**config.mk**
```make
export PLATFORM = sky130hd
export DESIGN_NAME = uart_modem_ctl
export DESIGN_NICKNAME = d
export VERILOG_FILES = /design/src/rtl/uart_mc_pkg.sv /design/src/rtl/uart_mc_reg.sv /design/src/rtl/uart_mc_route.sv /design/src/rtl/uart_mc_status.sv /design/src/rtl/uart_modem_ctl.sv
export SDC_FILE = /design/constraint.sdc
export NUM_CORES = 1
export LEC_CHECK = 0
export BUFFER_PORTS_ARGS = -buffer_cell sky130_fd_sc_hd__buf_2
export CAP_MARGIN = 0
export CORE_UTILIZATION = 40
export CTS_BUF_LIST = sky130_fd_sc_hd__clkbuf_8
export CTS_CLUSTER_DIAMETER = 60
export DETAILED_ROUTE_END_ITERATION = 16
export PLACE_DENSITY = 0.79
export SLEW_MARGIN = 20
export SYNTH_ARGS = -nofsm -noshare
export SYNTH_HDL_FRONTEND = slang
export SYNTH_SLANG_ARGS = --single-unit
```
**constraint.sdc**
```tcl
create_clock -name clk -period 1.5 [get_ports clk]
set_clock_uncertainty 0.2 [all_clocks]
set_input_delay 0.075 -clock clk [delete_from_list [all_inputs] [get_ports clk]]
set_output_delay 0.075 -clock clk [all_outputs]
set_load 0.05 [all_outputs]
```
**src/rtl/uart_mc_pkg.sv**
```systemverilog
package uart_mc_pkg;
    localparam int MCR_W    = 8;
    localparam int STAT_N   = 4;
    localparam int B_DTR    = 0;
    localparam int B_RTS    = 1;
    localparam int B_OUT1   = 2;
    localparam int B_OUT2   = 3;
    localparam int B_LOOP   = 4;
    localparam int B_PDN    = 7;
    localparam int S_CTS    = 0;
    localparam int S_DSR    = 1;
    localparam int S_RI     = 2;
    localparam int S_DCD    = 3;

    typedef struct packed {
        logic [MCR_W-1:0] mcr;
    } ctl_state_t;

    typedef struct packed {
        logic [STAT_N-1:0] stat;
        logic [STAT_N-1:0] dlt;
    } sts_state_t;
endpackage

```
**src/rtl/uart_mc_reg.sv**
```systemverilog
module uart_mc_reg
    import uart_mc_pkg::*;
(
    input  logic             clk,
    input  logic             hw_rst,
    input  logic             enh_en,
    input  logic             wr,
    input  logic [MCR_W-1:0] wdata,
    output logic [MCR_W-1:0] mcr_q,
    output logic             ext_rst,
    output logic             pwr_down
);
    ctl_state_t st_d, st_q;

    always_comb begin
        st_d = st_q;
        if (wr) st_d.mcr = wdata;
    end

    always_ff @(posedge clk or posedge hw_rst) begin
        if (hw_rst) st_q <= '0;
        else        st_q <= st_d;
    end

    assign mcr_q    = st_q.mcr;
    assign ext_rst  = hw_rst | (enh_en & st_q.mcr[B_OUT1]);
    assign pwr_down = enh_en & st_q.mcr[B_PDN];

    // the software reset leaves the stored byte untouched
    a_r7_no_self_reset: assert property (@(posedge clk) disable iff (hw_rst)
        (ext_rst && !wr) |=> (mcr_q == $past(mcr_q)));
    // power-down keeps configuration
    a_r8_pd_keeps_cfg: assert property (@(posedge clk) disable iff (hw_rst)
        (pwr_down && !wr) |=> (mcr_q == $past(mcr_q)));
    // reset state
    always @(posedge clk) if (hw_rst) a_r1_reset_clear: assert (mcr_q == '0);
endmodule

```
**src/rtl/uart_mc_route.sv**
```systemverilog
module uart_mc_route (
    input  logic loop_en,
    input  logic rts_bit,
    input  logic dtr_bit,
    input  logic tsr_sout,
    input  logic rx_pin,
    output logic tx_pin,
    output logic rts_n,
    output logic dtr_n,
    output logic rx_sin
);
    always_comb begin
        if (loop_en) begin
            tx_pin = 1'b1;
            rts_n  = 1'b1;
            dtr_n  = 1'b1;
            rx_sin = tsr_sout;
        end else begin
            tx_pin = tsr_sout;
            rts_n  = ~rts_bit;
            dtr_n  = ~dtr_bit;
            rx_sin = rx_pin;
        end
    end
endmodule

```
**src/rtl/uart_mc_status.sv**
```systemverilog
module uart_mc_status
    import uart_mc_pkg::*;
(
    input  logic              clk,
    input  logic              hw_rst,
    input  logic              loop_en,
    input  logic [STAT_N-1:0] int_src,
    input  logic [STAT_N-1:0] ext_src,
    input  logic              rd,
    output logic [7:0]        msr
);
    sts_state_t st_d, st_q;
    logic [STAT_N-1:0] src;
    logic [STAT_N-1:0] evt;

    assign src = loop_en ? int_src : ext_src;

    always_comb begin
        st_d      = st_q;
        st_d.stat = src;
        for (int i = 0; i < STAT_N; i++) begin
            if (i == S_RI) evt[i] = st_q.stat[i] & ~src[i];
            else           evt[i] = st_q.stat[i] ^ src[i];
        end
        st_d.dlt = (rd ? '0 : st_q.dlt) | evt;
    end

    always_ff @(posedge clk or posedge hw_rst) begin
        if (hw_rst) st_q <= '0;
        else        st_q <= st_d;
    end

    assign msr = {st_q.stat, st_q.dlt};

    // flags are sticky until read
    a_r6_sticky: assert property (@(posedge clk) disable iff (hw_rst)
        (!rd) |=> ((msr[3:0] & $past(msr[3:0])) == $past(msr[3:0])));
    // a read with no change clears all flags
    a_r6_read_clears: assert property (@(posedge clk) disable iff (hw_rst)
        (rd && (src == msr[7:4])) |=> (msr[3:0] == '0));
    // ring flag never rises while ring is still asserted
    a_r6_ring_trailing: assert property (@(posedge clk) disable iff (hw_rst)
        $rose(msr[S_RI]) |-> !msr[4+S_RI]);
endmodule

```
**src/rtl/uart_modem_ctl.sv**
```systemverilog
module uart_modem_ctl
    import uart_mc_pkg::*;
(
    input  logic        clk,
    input  logic        hw_rst,
    input  logic        enh_en,
    input  logic        mcr_wr,
    input  logic [7:0]  mcr_wdata,
    input  logic        msr_rd,
    input  logic        tsr_sout,
    input  logic        rx_pin,
    input  logic        cts_n,
    input  logic        dsr_n,
    input  logic        ri_n,
    input  logic        dcd_n,
    output logic        tx_pin,
    output logic        rts_n,
    output logic        dtr_n,
    output logic        rx_sin,
    output logic        ext_rst,
    output logic        pwr_down,
    output logic [7:0]  mcr_q,
    output logic [7:0]  msr
);
    logic              loop_en;
    logic [STAT_N-1:0] int_src, ext_src;

    uart_mc_reg u_reg (
        .clk(clk), .hw_rst(hw_rst), .enh_en(enh_en), .wr(mcr_wr),
        .wdata(mcr_wdata), .mcr_q(mcr_q), .ext_rst(ext_rst), .pwr_down(pwr_down)
    );

    assign loop_en = mcr_q[B_LOOP];

    uart_mc_route u_route (
        .loop_en(loop_en), .rts_bit(mcr_q[B_RTS]), .dtr_bit(mcr_q[B_DTR]),
        .tsr_sout(tsr_sout), .rx_pin(rx_pin), .tx_pin(tx_pin),
        .rts_n(rts_n), .dtr_n(dtr_n), .rx_sin(rx_sin)
    );

    always_comb begin
        int_src        = '0;
        int_src[S_CTS] = mcr_q[B_RTS];
        int_src[S_DSR] = mcr_q[B_DTR];
        int_src[S_RI]  = mcr_q[B_OUT1];
        int_src[S_DCD] = mcr_q[B_OUT2];
        ext_src        = '0;
        ext_src[S_CTS] = ~cts_n;
        ext_src[S_DSR] = ~dsr_n;
        ext_src[S_RI]  = ~ri_n;
        ext_src[S_DCD] = ~dcd_n;
    end

    uart_mc_status u_sts (
        .clk(clk), .hw_rst(hw_rst), .loop_en(loop_en), .int_src(int_src),
        .ext_src(ext_src), .rd(msr_rd), .msr(msr)
    );

    // loopback parks the line and modem outputs
    a_r3_loop_parks: assert property (@(posedge clk) disable iff (hw_rst)
        mcr_q[B_LOOP] |-> (tx_pin && rts_n && dtr_n && (rx_sin == tsr_sout)));
    // status mirrors control bits one cycle later in loopback
    a_r4_loop_mirror: assert property (@(posedge clk) disable iff (hw_rst)
        $past(mcr_q[B_LOOP]) |-> (msr[7:4] == {$past(mcr_q[B_OUT2]), $past(mcr_q[B_OUT1]),
                                              $past(mcr_q[B_DTR]), $past(mcr_q[B_RTS])}));
    // modem outputs released during reset
    always @(posedge clk) if (hw_rst) a_r1_reset_outs: assert (rts_n && dtr_n && ext_rst);
endmodule

```
==> results of run 1 <==
[worst reg2reg max path, delay by kind of cell (launching register included)]
family / cells / cell delay [ns]
flops: 1 / 0.37
mux: 1 / 0.31
buf+inv: 1 / 0.19
compound gates: 1 / 0.11
[cell usage in the layout (no fill, tap or decap), drive strengths merged, types with 4 or more instances in the layout]
master	synthesis	routed
buf	5	42
clkbuf	0	4
dlygate4sd3	0	20
mux2	5	5
o21ai	4	4
nor2b	6	6
inv	6	6
mux2i	7	7
nand2	6	6
dfrtp	16	16
[stage by stage]
step	setup WS [ns]	instances	cell area, µm²	setup TNS [ns]
2_1_floorplan	0.1136	64	734.5	0
3_3_place_gp	0.2594	126	942.2	0
3_5_place_dp	0.2003	126	942.2	0
4_1_cts	0.03051	150	1197	0
5_1_grt	-0.006594	150	1202	-0.006594
6_report	0.04248	150	1202	0
[worst max path at each step]
stage | slack (ns) | to | startpoint | cells after the start
final | 0.04 | u_reg.mcr_q[0] | mcr_wdata[0] | 5
after detailed placement | 0.20 | u_sts.msr[0] | u_reg.mcr_q[4] | 3
after CTS | 0.03 | dtr_n | u_reg.mcr_q[4] | 3
after global routing | -0.007 | rts_n | u_reg.mcr_q[4] | 3
after floorplan | 0.11 | pwr_down | u_reg.mcr_q[7] | 1
after global placement | 0.26 | u_sts.msr[3] | u_reg.mcr_q[4] | 3
[report_power, final]
group / internal (µW) / switching [µW] / total (µW)
sequential: 486 / 28.7 / 515
combinational: 167 / 357 / 524
clock: 232 / 143 / 375
[cells by family (layout without fill, tap and decap cells)]
| logic type | count (synthesis) | after routing | synth area share (%) |
|---|---|---|---|
| DFF | 16 | 16 | 54.51 |
| and+or+nand+nor | 19 | 19 | 13.12 |
| buffers and inverters | 12 | 73 | 8.857 |
| AOI/OAI and AO/OA | 5 | 5 | 3.578 |
| muxes | 12 | 12 | 19.93 |
[state kept, by name, indices dropped and copies added, names as in the netlist]
signal	cells
u_reg.mcr_q	8
u_sts.msr	8
[routing by layer]
metal / up-vias / GRT usage (%) / share of wire, %
li1: 323 / - / -
met5: - / 0 / 0
met2: 31 / 35.88 / 51
met4: 0 / 12.73 / 2.6
met3: 4 / 2.400 / 4.9
met1: 306 / 19.95 / 41
[area by class of cell]
| cell class | count | area (µm²) |
|---|---|---|
| Clock buffer | 4 | 55.05 |
| Fill cell | 145 | 524.3 |
| Inverter | 7 | 26.28 |
| Multi-Input combinational cell | 36 | 269.0 |
| Sequential cell | 16 | 400.4 |
| Tap cell | 25 | 31.28 |
| Timing Repair Buffer | 62 | 420.4 |
[timing repair]
action                     4_1_cts  5_1_grt
hold buffers                    20        0
setup endpoints to repair        0        2
hold endpoints to repair        32        0
resized for setup                0        4
==> results.py, run 1 <==
metrics = {
    "outcome": {
        "outcome": "finished clean",
    },
    "route": {
        "first_pass_iters": 4,
        "drt_wl_total_um": 1739,
        "post_drt_wl_per_cell_um": 11.59,
        "vias": 664,
        "antenna_left": 0,
        "drt_iter0_markers": 4,
        "drcViolationCount": 0,
        "viasPerCell": 4.427,
    },
    "timing": {
        "slew_viol_final": 0,
        "finalCriticalPeriod_ns": 1.458,
        "timing.final.hold_violations": 0,
        "hold_ws_ns": 0.02024,
        "setup_violations": 0,
        "min_period_over_period_pct": 97.17,
        "worst_pin_slew_ns": 0.2671,
        "max-slew-margin-rel_pct": 81.68,
        "max_freq_mhz": 686.1,
    },
    "cells_and_area": {
        "diodes": 0,
        "area_growth_pct": 63.71,
        "finalNetCount": 145,
        "final_layout_size_suffix_gt1_share_pct": 40.00,
        "fin_util_pct": 69.64,
    },
    "worst_hold_path": {
        "hold_end": "u_reg.mcr_q[4]",
        "min-delay-start": "mcr_wr",
        "hold_path_depth": 2,
        "holdCritPathClass": "primary input to flip-flop",
    },
    "synthesis": {
        "yosysWarningCount": 0,
        "synth-edff-count": 0,
        "synthTopCellsByCount": "dfrtp_1, nand2_1, nor2b_1",
        "syn_area_per_cell_um2": 11.48,
        "syn_inst": 64,
        "synthesis.area_um2": 734.5,
        "synth_nets": 83,
        "synth_top_area_share_pct": 54.51,
        "yosysUniqueCellTypes": 19,
        "synth_area_leaders": "dfrtp_1, mux2_1, mux2i_1",
        "ys.flop_type": "dfrtp_1",
        "yosysMostFrequentCell": "dfrtp_1",
        "yosysSeqAreaShare_pct": 54.51,
        "yosys.area.top_type": "dfrtp_1",
        "ys_ff_latch": 16,
        "synthArstFlopShare_pct": 100.0,
    },
    "place": {
        "io_buffers": 40,
        "gp_congestion": 0.7135,
        "dpl.hpwl_um": 1082,
    },
    "clock_tree": {
        "cts-root-buf": "clkbuf_8",
        "cts_tree": "done",
        "clk_pin_slew_worst_paths_ns": 0.06,
        "clockBufferDepth": 2,
        "numCtsBuffers": 3,
        "postCtsSetupRepairBufs": 0,
        "clkLatencyLatePin_ns": 0.25,
        "clock_sinks": 16,
        "h-tree-depth": 1,
    },
    "floorplanning": {
        "rows": 15,
        "initial_core_util_pct": 42.54,
        "dieArea_um2": 2012,
        "fp.dieH_um": 44.85,
        "die_w_um": 44.85,
        "fp.coreArea_um2": 1727,
        "boundaryPins": 41,
    },
    "critical_path": {
        "start_kind": "primary input",
        "endpoint_kind": "flip-flop",
        "arrival_ns": 1.39,
        "critPathSlowestCell": "dlygate4sd3_1",
        "path_class": "primary input to flip-flop",
        "critPathRequiredTime_ns": 1.43,
        "worstPathCellList": "dlygate4sd3_1 -> buf_2 -> nand2_1 -> dlygate4sd3_1 -> o21ai_1",
        "crit_buf_inv": 3,
        "timing.rr.end": "u_sts.msr[2]",
        "crit_fanout": 1,
        "slowest_delay_ns": 0.55,
        "r2r_cells": 3,
        "reg2reg_slack_ns": 0.19,
        "path_delay_family": "buffers and inverters",
        "critical_path.most_common_cell": "dlygate4sd3_1",
        "r2r_start": "u_reg.mcr_q[4]",
    },
    "pwr": {
        "max-vdd-ir-drop_v": 0.0006924,
        "p_leak_uw": 0.0005961,
        "pwr_density_cell_nw_per_um2": 1175,
        "finalPower_uw": 1413,
    },
    "grt": {
        "grt_antenna_before_repair": 0,
        "grt_overflow": 0,
        "grt_pass1_wl_um": 2670,
        "grt_usage_pct": 19.22,
        "grt_max_degree": 17,
        "grt_pass1_vias": 645,
    },
    "job": {
        "drv_cap": 0,
    },
}
No activity file was read; power rests on OpenSTA's default activity.
==> run 2: changes to the inputs <==
--- a/config.mk
+++ b/config.mk
@@ -11,6 +11,7 @@
 export CTS_BUF_LIST = sky130_fd_sc_hd__clkbuf_8
 export CTS_CLUSTER_DIAMETER = 60
 export DETAILED_ROUTE_END_ITERATION = 16
+export MAX_ROUTING_LAYER = met4
 export PLACE_DENSITY = 0.79
 export SLEW_MARGIN = 20
 export SYNTH_ARGS = -nofsm -noshare
==> run 2 against run 1 <==
Net effect: first-iteration DRC count unchanged; setup slack hardly changed; clock power barely moved; sequential share of layout area is the same; via count did not move; final cell count stayed put; design area unchanged; sequential power barely moved; worst hold slack barely moved; count of clock-buffer cells in the layout did not move; die area unchanged; largest cell class unchanged.
==> results.py, run 2 (synthesis gave the netlist of run 1 again) <==
metrics = {
    "timing": {
        "finalCriticalPeriod_ns": 1.457,
        "worst_pin_slew_ns": 0.2671,
        "slew_viol_final": 0,
        "setup_tns_ns": 0,
        "min_period_over_period_pct": 97.16,
        "max_freq_mhz": 686.2,
        "max-slew-margin-rel_pct": 81.68,
        "setup_violations": 0,
        "timing.final.hold_violations": 0,
    },
    "critical_path": {
        "crit_fanout": 1,
        "reg2reg_slack_ns": 0.19,
        "endpoint_kind": "flip-flop",
        "r2r_start": "u_reg.mcr_q[4]",
        "critPathRequiredTime_ns": 1.43,
        "path_class": "primary input to flip-flop",
        "arrival_ns": 1.39,
        "start_kind": "primary input",
        "crit_path_start": "mcr_wdata[0]",
    },
    "route": {
        "drt_wl_total_um": 1739,
        "first_pass_iters": 4,
        "drcViolationCount": 0,
        "post_drt_wl_per_cell_um": 11.59,
        "antenna_left": 0,
        "viasPerCell": 4.427,
        "vias": 664,
        "drt_iter0_markers": 4,
    },
    "clock_tree": {
        "cts_tree": "done",
        "postCtsSetupRepairBufs": 0,
        "h-tree-depth": 1,
        "clock_sinks": 16,
        "clockBufferDepth": 2,
        "clk_pin_slew_worst_paths_ns": 0.06,
        "clkLatencyLatePin_ns": 0.25,
        "numCtsBuffers": 3,
        "cts-root-buf": "clkbuf_8",
    },
    "cells_and_area": {
        "final_cell_mix": "buf_2, dlygate4sd3_1, dfrtp_1",
        "area_growth_pct": 63.71,
        "stdcell_area_um2": 1202,
        "finalNetCount": 145,
        "diodes": 0,
        "stdcell_count": 150,
        "final_common_cell": "buf_2",
        "final_layout_size_suffix_gt1_share_pct": 40.00,
    },
    "floorplanning": {
        "initial_core_util_pct": 42.54,
        "dieArea_um2": 2012,
        "fp.coreArea_um2": 1727,
        "fp.dieH_um": 44.85,
        "rows": 15,
        "die_w_um": 44.85,
        "boundaryPins": 41,
    },
    "grt": {
        "grt_antenna_before_repair": 0,
        "grt_max_degree": 17,
        "grt_overflow": 0,
        "grt_usage_pct": 19.81,
        "grt_pass1_vias": 644,
        "grt_pass1_wl_um": 2670,
    },
    "worst_hold_path": {
        "min-delay-start": "mcr_wr",
        "holdCritPathClass": "primary input to flip-flop",
    },
    "place": {
        "dpl.hpwl_um": 1082,
        "place_area_um2": 942.2,
        "io_buffers": 40,
        "gp_congestion": 0.7218,
        "dp.cells": 126,
    },
    "pwr": {
        "p_leak_uw": 0.0005961,
        "pwr_density_cell_nw_per_um2": 1175,
        "max-vdd-ir-drop_v": 0.0006925,
    },
    "outcome": {
        "outcome": "finished clean",
    },
    "job": {
        "drv_cap": 0,
    },
}
## run 2: cell counts in the layout (fill, tap and decap cells not counted)
No cell type changed its count.
## run 2: metal layers
| metal | wire, µm | track usage [%] | vias up |
|---|---|---|---|
| met5 | 0 | - | - |
| met3 | 86 | 2.400 | 4 |
| met2 | 894 | 35.88 | 31 |
| met4 | 45 | 12.73 | 0 |
| met1 | 713 | 19.95 | 306 |
| li1 | - | - | 323 |
## run 2: what timing repair did
action	CTS	global route
hold endpoints to repair	32	0
hold buffers	20	0
resized for setup	0	4
setup endpoints to repair	0	2
## run 2: worst paths after layout
kind | end | cells after the start
max in group asynchronous | u_sts.msr[3] | 4
min | u_reg.mcr_q[4] | 2
max reg2reg | u_sts.msr[2] | 3
min in group asynchronous | u_reg.mcr_q[5] | 4
min reg2reg | u_reg.mcr_q[5] | 1
max | u_reg.mcr_q[0] | 5
## run 2: final cells by class
cell class,count,area [µm²]
Clock buffer,4,55.05
Sequential cell,16,400.4
Multi-Input combinational cell,36,269.0
Timing Repair Buffer,62,420.4
Fill cell,145,524.3
Tap cell,25,31.28
Inverter,7,26.28
## run 2: critical path: stages
cell and delay [ns]:
dlygate4sd3_1 0.54, buf_2 0.12, nand2_1 0.06, dlygate4sd3_1 0.55
o21ai_1 0.06
## run 2: stage by stage
| step | total power [µW] | hold slack (ns) | setup slack, ns | util (%) |
|---|---|---|---|---|
| 3_5_place_dp | 1000 | -0.07998 | 0.2003 | 54.57 |
| 3_3_place_gp | 992.3 | -0.09017 | 0.2594 | 54.57 |
| 5_1_grt | 1473 | 0.03423 | -0.006598 | 69.64 |
| 2_1_floorplan | 898.3 | -0.2032 | 0.1136 | - |
| 4_1_cts | 1418 | 0.02069 | 0.03051 | 69.35 |
| 6_report | 1413 | 0.02029 | 0.04260 | 69.64 |
## run 2: power breakdown
group,switching [µW],total [µW],internal [µW]
Clock,143,375,232
Sequential,28.7,515,486
Combinational,357,524,167
Total,528,1410,885
